## config.mk

```make
export PLATFORM = sky130hd
export DESIGN_NAME = lld_dma_channel
export DESIGN_NICKNAME = d
export VERILOG_FILES = /design/src/rtl/lld_pkg.sv /design/src/rtl/lld_regs.sv /design/src/rtl/lld_beat_calc.sv /design/src/rtl/lld_engine.sv /design/src/rtl/lld_dma_channel.sv
export SDC_FILE = /design/constraint.sdc
export NUM_CORES = 1
export LEC_CHECK = 0
export BUFFER_PORTS_ARGS = -buffer_cell sky130_fd_sc_hd__buf_2
export CAP_MARGIN = 20
export CORE_AREA = 3 3 199 201
export DETAILED_ROUTE_END_ITERATION = 6
export DIE_AREA = 0 0 202 204
export GPL_ROUTABILITY_DRIVEN = 0
export HOLD_SLACK_MARGIN = 0.08
export RECOVER_POWER = 100
export SETUP_SLACK_MARGIN = 0.3
export SLEW_MARGIN = 10
export SYNTH_ARGS = -nofsm -noshare
export SYNTH_HDL_FRONTEND = slang
export SYNTH_SLANG_ARGS = --single-unit
```

## constraint.sdc

```tcl
create_clock -name clk -period 7 [get_ports clk]
set_input_delay 0.7 -clock clk [delete_from_list [all_inputs] [get_ports clk]]
set_output_delay 0.7 -clock clk [all_outputs]
set_load 0.02 [all_outputs]
```

## src/rtl/lld_pkg.sv

```systemverilog
// Shared constants, types and helpers for the chained-descriptor DMA channel.
// Assumes 32-bit descriptor words and byte addressing.
package lld_pkg;
    localparam logic [31:0] CHAIN_END = 32'hFFFF_F800;
    localparam int DESC_WORDS = 6;

    localparam int OFS_ENABLE = 'h00;
    localparam int OFS_PAUSE  = 'h04;
    localparam int OFS_FIRST  = 'h08;
    localparam int OFS_CFG    = 'h0C;
    localparam int OFS_SRC    = 'h10;
    localparam int OFS_DST    = 'h14;
    localparam int OFS_CNT    = 'h18;
    localparam int OFS_PARA   = 'h1C;

    typedef enum logic [2:0] {
        ST_IDLE, ST_FETCH, ST_EVAL, ST_ARM, ST_READ, ST_WRITE, ST_STEP
    } eng_state_t;

    // Byte count of a width code; code 3 is treated as 4 bytes.
    function automatic logic [2:0] code_bytes(input logic [1:0] code);
        case (code)
            2'd0:    code_bytes = 3'd1;
            2'd1:    code_bytes = 3'd2;
            default: code_bytes = 3'd4;
        endcase
    endfunction
endpackage

```

## src/rtl/lld_regs.sv

```systemverilog
// Register file: enable/stop command, pause flag, first-descriptor pointer and
// a combinational readback mux of the live engine state.
// Assumes one register access per cycle; start/stop leave as one-cycle pulses.
module lld_regs import lld_pkg::*; #(
    parameter int REG_AW = 5,
    parameter int AW     = 32
) (
    input  logic              clk,
    input  logic              rst_n,
    input  logic              reg_we,
    input  logic [REG_AW-1:0] reg_addr,
    input  logic [AW-1:0]     reg_wdata,
    input  logic              busy,
    input  logic [AW-1:0]     live_cfg,
    input  logic [AW-1:0]     live_src,
    input  logic [AW-1:0]     live_dst,
    input  logic [AW-1:0]     live_cnt,
    input  logic [AW-1:0]     live_para,
    output logic              start_pulse,
    output logic              stop_pulse,
    output logic              pause_q,
    output logic [AW-1:0]     first_ptr,
    output logic [AW-1:0]     reg_rdata
);
    logic wr_en, wr_pause, wr_first;
    assign wr_en    = reg_we && (reg_addr == REG_AW'(OFS_ENABLE));
    assign wr_pause = reg_we && (reg_addr == REG_AW'(OFS_PAUSE));
    assign wr_first = reg_we && (reg_addr == REG_AW'(OFS_FIRST));

    // Capture software writes and turn enable writes into command pulses.
    always_ff @(posedge clk) begin
        if (!rst_n) begin
            start_pulse <= 1'b0;
            stop_pulse  <= 1'b0;
            pause_q     <= 1'b0;
            first_ptr   <= '0;
        end else begin
            start_pulse <= wr_en && reg_wdata[0];
            stop_pulse  <= wr_en && !reg_wdata[0];
            if (wr_pause) pause_q <= reg_wdata[1];
            if (wr_first) first_ptr <= reg_wdata;
        end
    end

    // Readback of control and live registers.
    always_comb begin
        reg_rdata = '0;
        case (reg_addr)
            REG_AW'(OFS_ENABLE): reg_rdata[0] = busy;
            REG_AW'(OFS_PAUSE):  reg_rdata[1] = pause_q;
            REG_AW'(OFS_FIRST):  reg_rdata = first_ptr;
            REG_AW'(OFS_CFG):    reg_rdata = live_cfg;
            REG_AW'(OFS_SRC):    reg_rdata = live_src;
            REG_AW'(OFS_DST):    reg_rdata = live_dst;
            REG_AW'(OFS_CNT):    reg_rdata = live_cnt;
            REG_AW'(OFS_PARA):   reg_rdata = live_para;
            default:             reg_rdata = '0;
        endcase
    end
endmodule

```

## src/rtl/lld_beat_calc.sv

```systemverilog
// Combinational beat planner: picks the beat size from the two side widths
// and the remaining count, the burst length, and whether drq gates bursts.
// Assumes width/burst codes arrive straight from the config word halves.
module lld_beat_calc import lld_pkg::*; #(
    parameter int AW = 32
) (
    input  logic [1:0]    src_w,
    input  logic [1:0]    dst_w,
    input  logic [1:0]    src_b,
    input  logic [1:0]    dst_b,
    input  logic          src_io,
    input  logic          dst_io,
    input  logic [AW-1:0] remaining,
    output logic [1:0]    beat_code,
    output logic [2:0]    beat_bytes,
    output logic [3:0]    burst_len,
    output logic          need_drq
);
    logic [1:0] narrow;
    logic [1:0] burst_sel;

    // Narrower side sets the beat; short tails fall back to single bytes.
    always_comb begin
        narrow = (src_w < dst_w) ? src_w : dst_w;
        if (narrow == 2'd3) narrow = 2'd2;
        beat_code = narrow;
        if (remaining < AW'(code_bytes(narrow))) beat_code = 2'd0;
    end

    assign beat_bytes = code_bytes(beat_code);
    assign burst_sel  = src_io ? src_b : dst_b;
    assign burst_len  = (burst_sel == 2'd2) ? 4'd8 : 4'd1;
    assign need_drq   = src_io || dst_io;
endmodule

```

## src/rtl/lld_engine.sv

```systemverilog
// Channel sequencer: fetches six-word descriptors, runs read/write beats in
// drq-gated bursts, follows link words and raises the completion pulses.
// Assumes mem_gnt may arrive in the cycle of the request; data right-justified.
module lld_engine import lld_pkg::*; #(
    parameter int AW = 32
) (
    input  logic          clk,
    input  logic          rst_n,
    input  logic          start_pulse,
    input  logic          stop_pulse,
    input  logic          pause_q,
    input  logic [AW-1:0] first_ptr,
    input  logic          drq,
    input  logic [1:0]    beat_code,
    input  logic [2:0]    beat_bytes,
    input  logic [3:0]    burst_len,
    input  logic          need_drq,
    output logic          mem_req,
    output logic          mem_we,
    output logic [AW-1:0] mem_addr,
    output logic [1:0]    mem_size,
    output logic [AW-1:0] mem_wdata,
    input  logic          mem_gnt,
    input  logic [AW-1:0] mem_rdata,
    output logic          busy,
    output logic [AW-1:0] live_cfg,
    output logic [AW-1:0] live_src,
    output logic [AW-1:0] live_dst,
    output logic [AW-1:0] live_cnt,
    output logic [AW-1:0] live_para,
    output logic          pkg_done,
    output logic          queue_done,
    output eng_state_t    state
);
    localparam int WIDX_W = $clog2(DESC_WORDS);
    localparam int SRC_IO_BIT = 5;
    localparam int DST_IO_BIT = SRC_IO_BIT + 16;

    logic [AW-1:0]     desc_ptr, next_ptr, data_q;
    logic [WIDX_W-1:0] widx;
    logic [3:0]        beats_left;
    logic              stop_pend;
    logic [AW-1:0]     step;

    assign busy = (state != ST_IDLE);
    assign step = AW'(beat_bytes);

    // Drive the memory port from the current phase.
    always_comb begin
        mem_req   = 1'b0;
        mem_we    = 1'b0;
        mem_addr  = '0;
        mem_size  = 2'd2;
        mem_wdata = data_q;
        case (state)
            ST_FETCH: begin
                mem_req  = 1'b1;
                mem_addr = desc_ptr + AW'({widx, 2'b00});
            end
            ST_READ: begin
                mem_req  = !pause_q && !stop_pend;
                mem_addr = live_src;
                mem_size = beat_code;
            end
            ST_WRITE: begin
                mem_req  = 1'b1;
                mem_we   = 1'b1;
                mem_addr = live_dst;
                mem_size = beat_code;
            end
            default: ;
        endcase
    end

    // Phase sequencing, descriptor capture and live address/count update.
    always_ff @(posedge clk) begin
        if (!rst_n) begin
            state      <= ST_IDLE;
            desc_ptr   <= '0;
            next_ptr   <= '0;
            data_q     <= '0;
            widx       <= '0;
            beats_left <= '0;
            stop_pend  <= 1'b0;
            live_cfg   <= '0;
            live_src   <= '0;
            live_dst   <= '0;
            live_cnt   <= '0;
            live_para  <= '0;
            pkg_done   <= 1'b0;
            queue_done <= 1'b0;
        end else begin
            pkg_done   <= 1'b0;
            queue_done <= 1'b0;
            case (state)
                ST_IDLE: begin
                    stop_pend <= 1'b0;
                    if (start_pulse) begin
                        desc_ptr <= first_ptr;
                        widx     <= '0;
                        state    <= ST_FETCH;
                    end
                end
                ST_FETCH: if (mem_gnt) begin
                    case (widx)
                        WIDX_W'(0): live_cfg  <= mem_rdata;
                        WIDX_W'(1): live_src  <= mem_rdata;
                        WIDX_W'(2): live_dst  <= mem_rdata;
                        WIDX_W'(3): live_cnt  <= mem_rdata;
                        WIDX_W'(4): live_para <= mem_rdata;
                        default:    next_ptr  <= mem_rdata;
                    endcase
                    if (stop_pend)                             state <= ST_IDLE;
                    else if (widx == WIDX_W'(DESC_WORDS - 1))  state <= ST_EVAL;
                    else                                       widx  <= widx + 1'b1;
                end
                ST_EVAL: begin
                    if (stop_pend)             state <= ST_IDLE;
                    else if (live_cnt == '0)   state <= ST_STEP;
                    else                       state <= ST_ARM;
                end
                ST_ARM: begin
                    if (stop_pend) state <= ST_IDLE;
                    else if (!need_drq || drq) begin
                        beats_left <= burst_len;
                        state      <= ST_READ;
                    end
                end
                ST_READ: begin
                    if (stop_pend) state <= ST_IDLE;
                    else if (mem_gnt) begin
                        data_q <= mem_rdata;
                        state  <= ST_WRITE;
                    end
                end
                ST_WRITE: if (mem_gnt) begin
                    if (!live_cfg[SRC_IO_BIT]) live_src <= live_src + step;
                    if (!live_cfg[DST_IO_BIT]) live_dst <= live_dst + step;
                    live_cnt   <= live_cnt - step;
                    beats_left <= beats_left - 1'b1;
                    if (live_cnt == step) begin
                        pkg_done <= 1'b1;
                        state    <= ST_STEP;
                    end else if (beats_left == 4'd1) state <= ST_ARM;
                    else                             state <= ST_READ;
                end
                ST_STEP: begin
                    if (next_ptr == CHAIN_END) begin
                        queue_done <= 1'b1;
                        state      <= ST_IDLE;
                    end else if (stop_pend) state <= ST_IDLE;
                    else begin
                        desc_ptr <= next_ptr;
                        widx     <= '0;
                        state    <= ST_FETCH;
                    end
                end
                default: state <= ST_IDLE;
            endcase
            if (stop_pulse && state != ST_IDLE) stop_pend <= 1'b1;
        end
    end
endmodule

```

## src/rtl/lld_dma_channel.sv

```systemverilog
// Top of the chained-descriptor DMA channel: register file, beat planner and
// sequencer. Assumes a single shared memory port and a level drq input.
module lld_dma_channel import lld_pkg::*; #(
    parameter int REG_AW = 5,
    parameter int AW     = 32
) (
    input  logic              clk,
    input  logic              rst_n,
    input  logic              reg_we,
    input  logic [REG_AW-1:0] reg_addr,
    input  logic [AW-1:0]     reg_wdata,
    output logic [AW-1:0]     reg_rdata,
    input  logic              drq,
    output logic              mem_req,
    output logic              mem_we,
    output logic [AW-1:0]     mem_addr,
    output logic [1:0]        mem_size,
    output logic [AW-1:0]     mem_wdata,
    input  logic              mem_gnt,
    input  logic [AW-1:0]     mem_rdata,
    output logic              pkg_done,
    output logic              queue_done
);
    localparam int HALF = 16;

    logic          start_pulse, stop_pulse, pause_q, busy, need_drq;
    logic [AW-1:0] first_ptr, live_cfg, live_src, live_dst, live_cnt, live_para;
    logic [1:0]    beat_code;
    logic [2:0]    beat_bytes;
    logic [3:0]    burst_len;
    eng_state_t    eng_state;

    lld_regs #(.REG_AW(REG_AW), .AW(AW)) u_regs (
        .clk(clk), .rst_n(rst_n), .reg_we(reg_we), .reg_addr(reg_addr),
        .reg_wdata(reg_wdata), .busy(busy), .live_cfg(live_cfg),
        .live_src(live_src), .live_dst(live_dst), .live_cnt(live_cnt),
        .live_para(live_para), .start_pulse(start_pulse),
        .stop_pulse(stop_pulse), .pause_q(pause_q), .first_ptr(first_ptr),
        .reg_rdata(reg_rdata)
    );

    lld_beat_calc #(.AW(AW)) u_beat (
        .src_w(live_cfg[10:9]), .dst_w(live_cfg[HALF+10:HALF+9]),
        .src_b(live_cfg[8:7]),  .dst_b(live_cfg[HALF+8:HALF+7]),
        .src_io(live_cfg[5]),   .dst_io(live_cfg[HALF+5]),
        .remaining(live_cnt), .beat_code(beat_code), .beat_bytes(beat_bytes),
        .burst_len(burst_len), .need_drq(need_drq)
    );

    lld_engine #(.AW(AW)) u_eng (
        .clk(clk), .rst_n(rst_n), .start_pulse(start_pulse),
        .stop_pulse(stop_pulse), .pause_q(pause_q), .first_ptr(first_ptr),
        .drq(drq), .beat_code(beat_code), .beat_bytes(beat_bytes),
        .burst_len(burst_len), .need_drq(need_drq), .mem_req(mem_req),
        .mem_we(mem_we), .mem_addr(mem_addr), .mem_size(mem_size),
        .mem_wdata(mem_wdata), .mem_gnt(mem_gnt), .mem_rdata(mem_rdata),
        .busy(busy), .live_cfg(live_cfg), .live_src(live_src),
        .live_dst(live_dst), .live_cnt(live_cnt), .live_para(live_para),
        .pkg_done(pkg_done), .queue_done(queue_done), .state(eng_state)
    );
endmodule

```

## Yosys cells after proc, flatten, opt, wreduce, memory -nomap -nowiden

Cells that the tools add are included.

- Add/sub/neg operators: 6
- Reductions and logical operators: 41
- Magnitude comparators: 2
- Bitwise logic cells: 2
- Eq/ne operators: 42
- Multiplexer cells: 63

Operator list:

| kind | count |
|---|---|
| $mux W32 | 14 |
| $pmux W32 S2 | 4 |
| $pmux W30 S6 | 1 |
| $pmux W32 S3 | 1 |
| $add A32 B3 Y32 | 2 |
| $mux W3 | 20 |
| $add A32 B5 Y32 | 1 |
| $eq A32 B3 Y1 | 1 |
| $eq A32 B32 Y1 const B | 1 |
| $logic_not A32 Y1 | 1 |
| $lt A32 B3 Y1 | 1 |
| $sub A32 B3 Y32 | 1 |
| $ne A2 B2 Y1 const B | 13 |
| $pmux W3 S7 | 1 |
| $eq A5 B5 Y1 const B | 4 |
| $mux W4 | 4 |
| $eq A3 B3 Y1 const B | 5 |
| $reduce_and A3 Y1 | 5 |
| $pmux W1 S7 | 2 |
| $eq A3 B2 Y1 const B | 4 |
| $pmux W3 S2 | 2 |
| $reduce_and A4 Y1 | 3 |
| $eq A5 B4 Y1 const B | 2 |
| $mux W2 | 5 |
| other kinds (30) | 58 |

- Output and inout bits: 102
- Input port bits: 74
- Flip-flop bits (word level): 304

## Longest topological paths before layout

Gate-level depths: netlist of the first run.

- Depth in word-level cells: 14
- Depth in mapped cells: 18

## Hierarchy

Synthesis of the first run repeated with hierarchy kept, for this count alone.

- Cell total of the unflattened synthesis: 2278
- Area, all modules: 17695.7 µm²

Modules (own cells, without submodules):

| module | times used | cells an instance | area an instance (µm²) | sequential area each (µm²) |
|---|---|---|---|---|
| lld_engine | 1 | 1902 | 14536.4 | 5385.2 |
| lld_regs | 1 | 339 | 2892.8 | 700.7 |
| lld_beat_calc | 1 | 37 | 266.5 | 0.0 |

## Worst setup path before layout of the first run

Ideal clock, no wire load.

- Kind: register to register
- Start: reg u_eng.live_cnt[12]
- End: reg u_eng.live_dst[26]
- Setup slack: 3.205 ns
- Setup time: 0.074 ns
- Arrival: 3.721 ns
- Cell stages (with the launch flop): 15
- Period minus slack after synthesis: 3.795 ns
- Buffers on the path: 1
- Cells stage by stage: dfxtp_1 -> buf_2 -> or4_4 -> nor4_1 -> nand3_1 -> nor2_1 -> or2_2 -> ha_1 -> inv_1 -> fa_1 -> nor2b_1 -> o21a_1 -> nand4_1 -> or4_1 -> a31oi_1

- Longest elaborated chain between the ends: 8
- Elaborated cells on any way between the ends: 9
- Classes of those cells: add/sub (1); order compare (1); eq/ne (1); mux (5); reduce/logical (1)

Ends and longest elaborated chain:

| element | line | RTL |
|---|---|---|
| start, declared | lld_engine.sv:29 | `output logic [AW-1:0] live_cnt,` |
| start signal, assigned | lld_engine.sv:109 | `WIDX_W'(3): live_cnt <= mem_rdata;` |
| start signal, assigned | lld_engine.sv:139 | `live_cnt <= live_cnt - step;` |
| $lt A32 B3 Y1 * | lld_beat_calc.sv:27 | `if (remaining < AW'(code_bytes(narrow))) beat_code = 2'd0;` |
| $mux W2 * | lld_beat_calc.sv:27 |  |
| $eq A2 B1 Y1 / $logic_not A2 Y1 (equally long branches) | lld_pkg.sv:22 | `case (code)` |
| $pmux W3 S2 * | lld_pkg.sv:22 |  |
| $add A32 B3 Y32 * | lld_engine.sv:138 | `if (!live_cfg[DST_IO_BIT]) live_dst <= live_dst + step;` |
| $mux W32 * | lld_engine.sv:138 |  |
| $mux W32 * | lld_engine.sv:136 | `ST_WRITE: if (mem_gnt) begin` |
| $pmux W32 S2 * | lld_engine.sv:95 | `case (state)` |
| end signal, assigned | lld_engine.sv:108 | `WIDX_W'(2): live_dst <= mem_rdata;` |
| end signal, assigned | lld_engine.sv:138 |  |
| end, declared | lld_engine.sv:28 | `output logic [AW-1:0] live_dst,` |

Mark *: on every way between the ends. The rest lies on a longest branch, timed or not. The select of a mux whose other input is x is not followed.
A chain may end at the register's enable or synchronous reset.

## Worst setup path after layout of the first run

- Start: reg u_eng.state[0]
- End: reg u_eng.live_src[27]

- Longest elaborated chain between the ends: 3
- Elaborated cells on any way between the ends: 9
- Classes of those cells: eq/ne (6); mux (1); reduce/logical (2)

Ends and longest elaborated chain:

| element | line | RTL |
|---|---|---|
| start, declared | lld_engine.sv:33 | `output eng_state_t state` |
| start signal, assigned | lld_engine.sv:78 | `state <= ST_IDLE;` |
| start signal, assigned | lld_engine.sv:101 | `state <= ST_FETCH;` |
| start signal, assigned | lld_engine.sv:113 | `if (stop_pend) state <= ST_IDLE;` |
| $eq A3 B3 Y1 / $eq A3 B1 Y1 (equally long branches) | lld_engine.sv:95 |  |
| $ne A2 B2 Y1 (no source line) / $reduce_bool A2 Y1 (equally long branches) | n/a |  |
| $reduce_and A5 Y1 (no source line) | n/a |  |
| end signal, assigned | lld_engine.sv:107 | `WIDX_W'(1): live_src <= mem_rdata;` |
| end signal, assigned | lld_engine.sv:137 | `if (!live_cfg[SRC_IO_BIT]) live_src <= live_src + step;` |
| end, declared | lld_engine.sv:27 | `output logic [AW-1:0] live_src,` |

Parallel ways exist; a longest one is shown, timed or not.

==> results of run 1 <==
per-stage QoR:
stage | cells | worst slack [ns]
3_3_place_gp | 2762 | 2.234
4_1_cts | 2828 | 2.112
3_5_place_dp | 2763 | 2.179
6_report | 2830 | 1.103
2_1_floorplan | 2227 | 3.205
5_1_grt | 2829 | 1.009
power breakdown:
group          internal, uW  switching (uW)
clock network          1190             786
registers              1730            3.72
logic                  33.0             113
logic make-up (layout without fill, tap and decap cells):
family | after synthesis | count (layout) | share of synthesized area (%)
compound gates | 685 | 685 | 26.20
other cells | 0 | 1 | 0
fa+ha+maj | 27 | 27 | 2.154
mux | 98 | 98 | 5.789
buf+inv | 219 | 310 | 4.946
simple gates | 872 | 872 | 24.14
flops | 304 | 304 | 35.64
xor+xnor | 22 | 22 | 1.128
layer usage:
layer	global-route usage, %	wire length [um]
met5	0	0
met3	7.278	8648
met1	48.01	30030
met4	16.67	4160
met2	51.01	31250
layout by cell type (no fill, tap or decap), drive strengths merged, types with 50 or more instances in the layout:
cell type,synthesis,routed
dfxtp,304,304
nand2,375,375
mux2i,92,92
nand4,50,50
nor2,157,157
buf,27,111
clkbuf,158,155
nand3,92,92
a22oi,109,109
o21ai,67,67
a21oi,237,237
sequential cells by signal, summed over array words and instances, names as in the netlist, 4 cells and up:
register / flops
u_eng.beats_left: 4
u_eng.desc_ptr: 32
u_eng.live_cfg: 32
u_eng.live_cnt: 32
u_eng.live_dst: 32
u_eng.live_para: 32
u_eng.live_src: 32
u_eng.mem_wdata: 32
u_eng.next_ptr: 32
u_regs.first_ptr: 32
worst max-delay path, cell delays in order, from the launching register on:
cell	delay, ns
dfxtp_1	0.92
clkbuf_1	1.96
and3b_1	0.54
o21ai_0	0.82
clkbuf_1	0.66
nor2_1	0.49
a22oi_1	0.18
o22ai_1	0.18
synth_stat cells, types with 18 or more instances:
cell	n
a31oi_1	38
o21ai_0	62
a21oi_1	237
a22oi_1	109
a211oi_1	46
o22ai_1	29
nand2_1	375
mux2i_1	92
nand4_1	49
o211ai_1	19
ha_1	23
dfxtp_1	304
and3_1	24
nand3_1	92
nor2_1	157
clkbuf_1	158
xnor2_1	18
nor3_1	47
inv_1	33
nor4_1	23
path summary, 6_finish.rpt:
path	from	end	slack (ns)	cells past startpoint
worst min register to register	u_eng.live_para[3]	u_eng.live_para[3]	0.45	2
worst min-delay path	reg_wdata[0]	u_regs.stop_pulse	0.37	2
worst max register to register	u_eng.state[0]	u_eng.live_src[27]	1.10	7
worst max-delay path	u_eng.state[0]	u_eng.live_src[27]	1.10	7
area by class of cell:
type,instances,share of cell area [%]
sequential,304,31.48
timing repair buffer,211,5.262
inverter,34,0.7055
clock inverter,10,0.7831
multi-input combinational,1704,52.79
clock buffer,55,5.657
tap,511,3.307
antenna,1,0.01294
==> flow_summary_export.csv, run 1 <==
group,metric,value,unit
run_status,outcome,"complete, but fails checks",
run_status,violations,"max-capacitance violations, max-slew violations",
logic_synthesis,syn_nets,2328,
critical_path,crit_fanout,38,
critical_path,cp-end-kind,"register",
route,drt_wl_total,74.09,mm
route,drc,0,
timing,skew,0.01933,ns
clock_tree,post_cts_resized,0,
timing,grt_setup_unrepaired,"no",
layout,syn_to_final_growth,13.22,%
grt,grt_pass1_vias,16656,
clock_tree,clkTransAtPathRegs,0.05,ns
grt,grt_remaining_overflow,0,
timing,fmax,169.6,MHz
layout,seq_area,6086,um2
power_and_ir_drop,ir_drop,0.1750,mV
placement,io_buffer_count,175,
run,drv_cap,9,
floorplanning,dieArea,41210,um2
placement,placedInstanceArea,18230,um2
timing,setup_viol,0,
hold_path,min_path_type,"in -> reg",
layout,fillers,3771,
logic_synthesis,ys_types,84,
layout,fin_area,19330,um2
logic_synthesis,synthTopCellsByArea,"dfxtp_1 36%, nand2_1 8.2%, a21oi_1 6.9%, mux2i_1 5.4%, a22oi_1 4.8%",
clock_tree,postCtsHoldBufs,0,
logic_synthesis,ys.flop_type,"dfxtp_1",
route,vias,18581,
logic_synthesis,syn_inst,2227,
clock_tree,post_cts_buffers,0,
route,final_antenna_net_count,0,
route,drt_first_pass_iters,6,
power_and_ir_drop,p_leak,0.006910,uW
floorplanning,dieHeight,204,um
grt,grt_pass1_wl,109.2,mm
timing,setup_tns,0,ns
timing,relSlewSlack,-148.6,%
logic_synthesis,synth.yosys.warnings,0,
placement,dp_hpwl,52.42,mm
critical_path,crit_path_start_kind,"register",
clock_tree,ctsRootBufferMaster,"clkbuf_16",
route,avgRoutedWirePerCell,26.18,um
clock_tree,cts.sinks,304,
logic_synthesis,syn_area_per_cell,7.667,um2
grt,antenna_found_initial,0,
floorplanning,fp.coreArea,37760,um2
timing,drv_slew,337,
timing,fin_crit_sh,84.24,%
layout,utilization,51.20,%
logic_synthesis,synth_async_sr_flop_share,0,%
layout,drive_above_1_share,9.491,%
layout,multi_input_area,10210,um2
timing,hold_viol_final,0,
route,via_per_inst,6.566,
timing,worstMarginPinSlew,3.730,ns
route,drt_iter0_drc,2302,
critical_path,critPathKind,"reg -> reg",
clock_tree,clk_latency,0.56,ns
timing,period_minus_slack,5.897,ns
clock_tree,cts_buffer_depth,3,
critical_path,critical_path_required,7.43,ns
logic_synthesis,yosysTopAreaCell,"dfxtp_1",
grt,track_usage,34.53,%
logic_synthesis,ys_seq_elements,304,
timing,hold-worst-slack,0.3692,ns
floorplanning,io_pins,176,
power_and_ir_drop,p_per_area,199.8,nW/um2
logic_synthesis,netlist_area,17080,um2
logic_synthesis,synth-edff-count,0,
clock_tree,cts_buffers,37,
clock_tree,cts_tree,"done",
power_and_ir_drop,fin_total_pwr,3863,uW
logic_synthesis,ys_seq_area_share,35.64,%
floorplanning,fp.dieW,202,um
grt,grt_max_degree,96,
layout,nets,2393,
critical_path,crit_arrival,6.33,ns
floorplanning,rows,71,
clock_tree,cts_max_level,2,
floorplanning,start_util,45.23,%
logic_synthesis,netlist.area_leader.share,35.64,%
Note: power is estimated with default switching activity, not from simulation.
==> inputs of run 2 (changes only) <==
Settings changed: ABC_AREA from default to 1, CORE_AREA 3 3 199 201 to 3 3 201 203, DIE_AREA 0 0 202 204 to 0 0 204 206.
Clock period 7 ns to 5.7 ns, I/O delays scaled along.
==> run 2 against run 1 <==
  * The flow finishes with violations (design-rule violations, max-capacitance violations, max-slew violations)
  * Die area grew 2.0%
  * Total power grew 50%
  * Worst hold slack lost 0.15 ns
  * Sequential power grew 41%
  * Combinational power grew to 5.8 times the previous value
  * Register-to-register slack is essentially flat
  * Clock skew shrank 0.0050 ns
  * Sequential share of layout area shrank 0.43 points
  * Sequential cell count is the same
==> flow_summary_export.csv, run 2 <==
group,metric,value,unit
route,drt_wl_total,79.64,mm
clock_tree,cts.sinks,304,
critical_path,cp_common_cell,"inv_1",
route,drt_first_pass_iters,7,
clock_tree,clk_latency,0.56,ns
timing,hold_viol_final,0,
timing,fmax,218.2,MHz
run_status,outcome,"complete, but fails checks",
grt,grt_pass1_wl,115.7,mm
floorplanning,start_util,45.04,%
timing,relSlewSlack,-35.45,%
route,via_per_inst,5.979,
timing,grt_setup_unrepaired,"no",
grt,grt_remaining_overflow,0,
logic_synthesis,syn_area_per_cell,6.397,um2
timing,skew,0.01431,ns
grt,grt_max_degree,105,
logic_synthesis,syn_inst,2721,
route,wirelength_met1,32.47,mm
critical_path,cp-end-kind,"register",
floorplanning,dieHeight,206,um
critical_path,path_cells,"inv_1, nand2_1, nor2_8, clkinvlp_2, a21oi_1, nor3_4, clkbuf_1, inv_1, a21oi_1, o21ai_0, nand2_1, inv_1",
layout,nets,2925,
critical_path,crit_arrival,5.03,ns
placement,io_buffer_count,175,
logic_synthesis,netlist_area,17410,um2
clock_tree,cts_buffer_depth,3,
placement,placedInstanceArea,18560,um2
clock_tree,postCtsHoldBufs,0,
route,met2_length,31.89,mm
logic_synthesis,synth_async_sr_flop_share,0,%
hold_path,min_path_type,"in -> reg",
timing,period_minus_slack,4.583,ns
layout,syn_to_final_growth,12.59,%
floorplanning,io_pins,176,
layout,stdcell_count,3366,
route,vias,20124,
layout,fin_area,19600,um2
clock_tree,cts_tree,"done",
logic_synthesis,synth.yosys.warnings,0,
clock_tree,clkTransAtPathRegs,0.06,ns
logic_synthesis,ys_types,47,
logic_synthesis,synth-edff-count,0,
power_and_ir_drop,p_leak,0.007831,uW
route,drt_iter0_drc,2810,
layout,n_antenna_cell,0,
timing,hold-worst-slack,0.2185,ns
layout,final_common_cell,"nand2_1",
timing,worstMarginPinSlew,2.032,ns
grt,grt_pass1_vias,18107,
route,route.met3.wl,10.51,mm
critical_path,critical_path_required,6.15,ns
critical_path,crit_path_start_kind,"register",
critical_path,critPathKind,"reg -> reg",
clock_tree,cts_buffers,37,
timing,setup_tns,0,ns
layout,final_cell_mix,"497 x nand2_1, 412 x nor2_1, 392 x o21ai_0",
run,drv_cap,7,
clock_tree,ctsRootBufferMaster,"clkbuf_16",
route,avgRoutedWirePerCell,23.66,um
floorplanning,rows,72,
clock_tree,post_cts_buffers,0,
logic_synthesis,synthTopCellsByArea,"dfxtp_1 35%, o21ai_0 11%, nand2_1 11%, nor2_1 8.8%, inv_1 6.7%",
timing,fin_crit_sh,80.41,%
critical_path,max_stage_delay,1.41,ns
grt,track_usage,36.80,%
logic_synthesis,synth_common_cells,"496 x nand2_1, 408 x nor2_1, 388 x o21ai_0",
logic_synthesis,netlist.area_leader.share,34.97,%
power_and_ir_drop,ir_drop,0.1886,mV
grt,antenna_found_initial,2,
placement,dp.cells,3302,
run_status,violations,"design-rule violations, max-capacitance violations, max-slew violations",
logic_synthesis,ys_seq_area_share,34.97,%
layout,drive_above_1_share,5.934,%
placement,dp_hpwl,59.04,mm
logic_synthesis,yosysTopAreaCell,"dfxtp_1",
timing,setup_viol,0,
route,final_antenna_net_count,0,
clock_tree,cts_max_level,2,
route,top_layer,"met5",
clock_tree,post_cts_resized,0,
floorplanning,fp.coreArea,38650,um2
timing,drv_slew,264,
power_and_ir_drop,p_per_area,295.4,nW/um2
floorplanning,dieArea,42020,um2
floorplanning,fp.dieW,204,um
logic_synthesis,ys.flop_type,"dfxtp_1",
logic_synthesis,synthMostInstantiatedCell,"nand2_1",
route,drc,8,
logic_synthesis,syn_nets,2822,
logic_synthesis,ys_seq_elements,304,
critical_path,crit_slowest_cell,"clkbuf_1",
critical_path,crit_fanout,42,
[run 2: kinds of logic (layout without fill, tap and decap cells)]
group	after synthesis	count (layout)	synth area share (%)
adder cells (fa/ha/maj)	27	27	2.113
AND/OR/NAND/NOR	1165	1165	27.79
AO/OA/AOI/OAI	739	739	23.36
buffers and inverters	459	586	10.41
XOR/XNOR	27	27	1.359
flip-flops	304	304	34.97
[run 2: area by class of cell]
| cell class | count | area (um2) |
|---|---|---|
| sequential | 304 | 6086 |
| clock buffer | 55 | 1125 |
| clock inverter | 8 | 126.4 |
| inverter | 320 | 1204 |
| tap | 518 | 648.1 |
| fill | 4014 | 19050 |
| multi-input combinational | 1958 | 9474 |
| timing repair buffer | 203 | 934.6 |
[run 2: stage by stage]
step / util [%] / total power [uW] / setup slack [ns]
after floorplan: - / 2948 / 2.345
after global placement: 48.01 / 3298 / 1.809
after detailed placement: 48.01 / 3309 / 1.678
after CTS: 51.25 / 5767 / 1.659
after global routing: 50.71 / 5962 / 0.7993
final: 50.71 / 5789 / 1.117
[run 2: report_power, final]
group | leakage, uW | internal [uW] | switching [uW]
combinational | 0.00476 | 210 | 642
clock | 0.000619 | 1500 | 982
sequential | 0.00245 | 2280 | 178
total | 0.00783 | 3990 | 1800
[run 2: path summary, 6_finish.rpt]
path | startpoint | to | slack, ns | depth (start not counted)
worst max-delay path | u_eng.state[1] | u_eng.live_dst[20] | 1.12 | 12
worst min-delay path | reg_wdata[0] | u_regs.stop_pulse | 0.22 | 2
worst max register to register | u_eng.state[1] | u_eng.live_dst[20] | 1.12 | 12
worst min register to register | u_eng.desc_ptr[0] | u_eng.desc_ptr[0] | 0.45 | 2
[run 2: critical path, delay by kind of cell, from the launching register on]
family,cells,cell delay (ns)
AND/OR/NAND/NOR,4,0.64
flip-flops,1,0.37
AO/OA/AOI/OAI,3,0.56
buffers and inverters,5,2.86
[run 2: layer usage]
metal | track usage [%] | vias to the layer above
li1 | - | 9251
met2 | 52.53 | 1398
met4 | 19.05 | 2
met3 | 8.899 | 196
met5 | 0.7143 | -
met1 | 51.40 | 9277
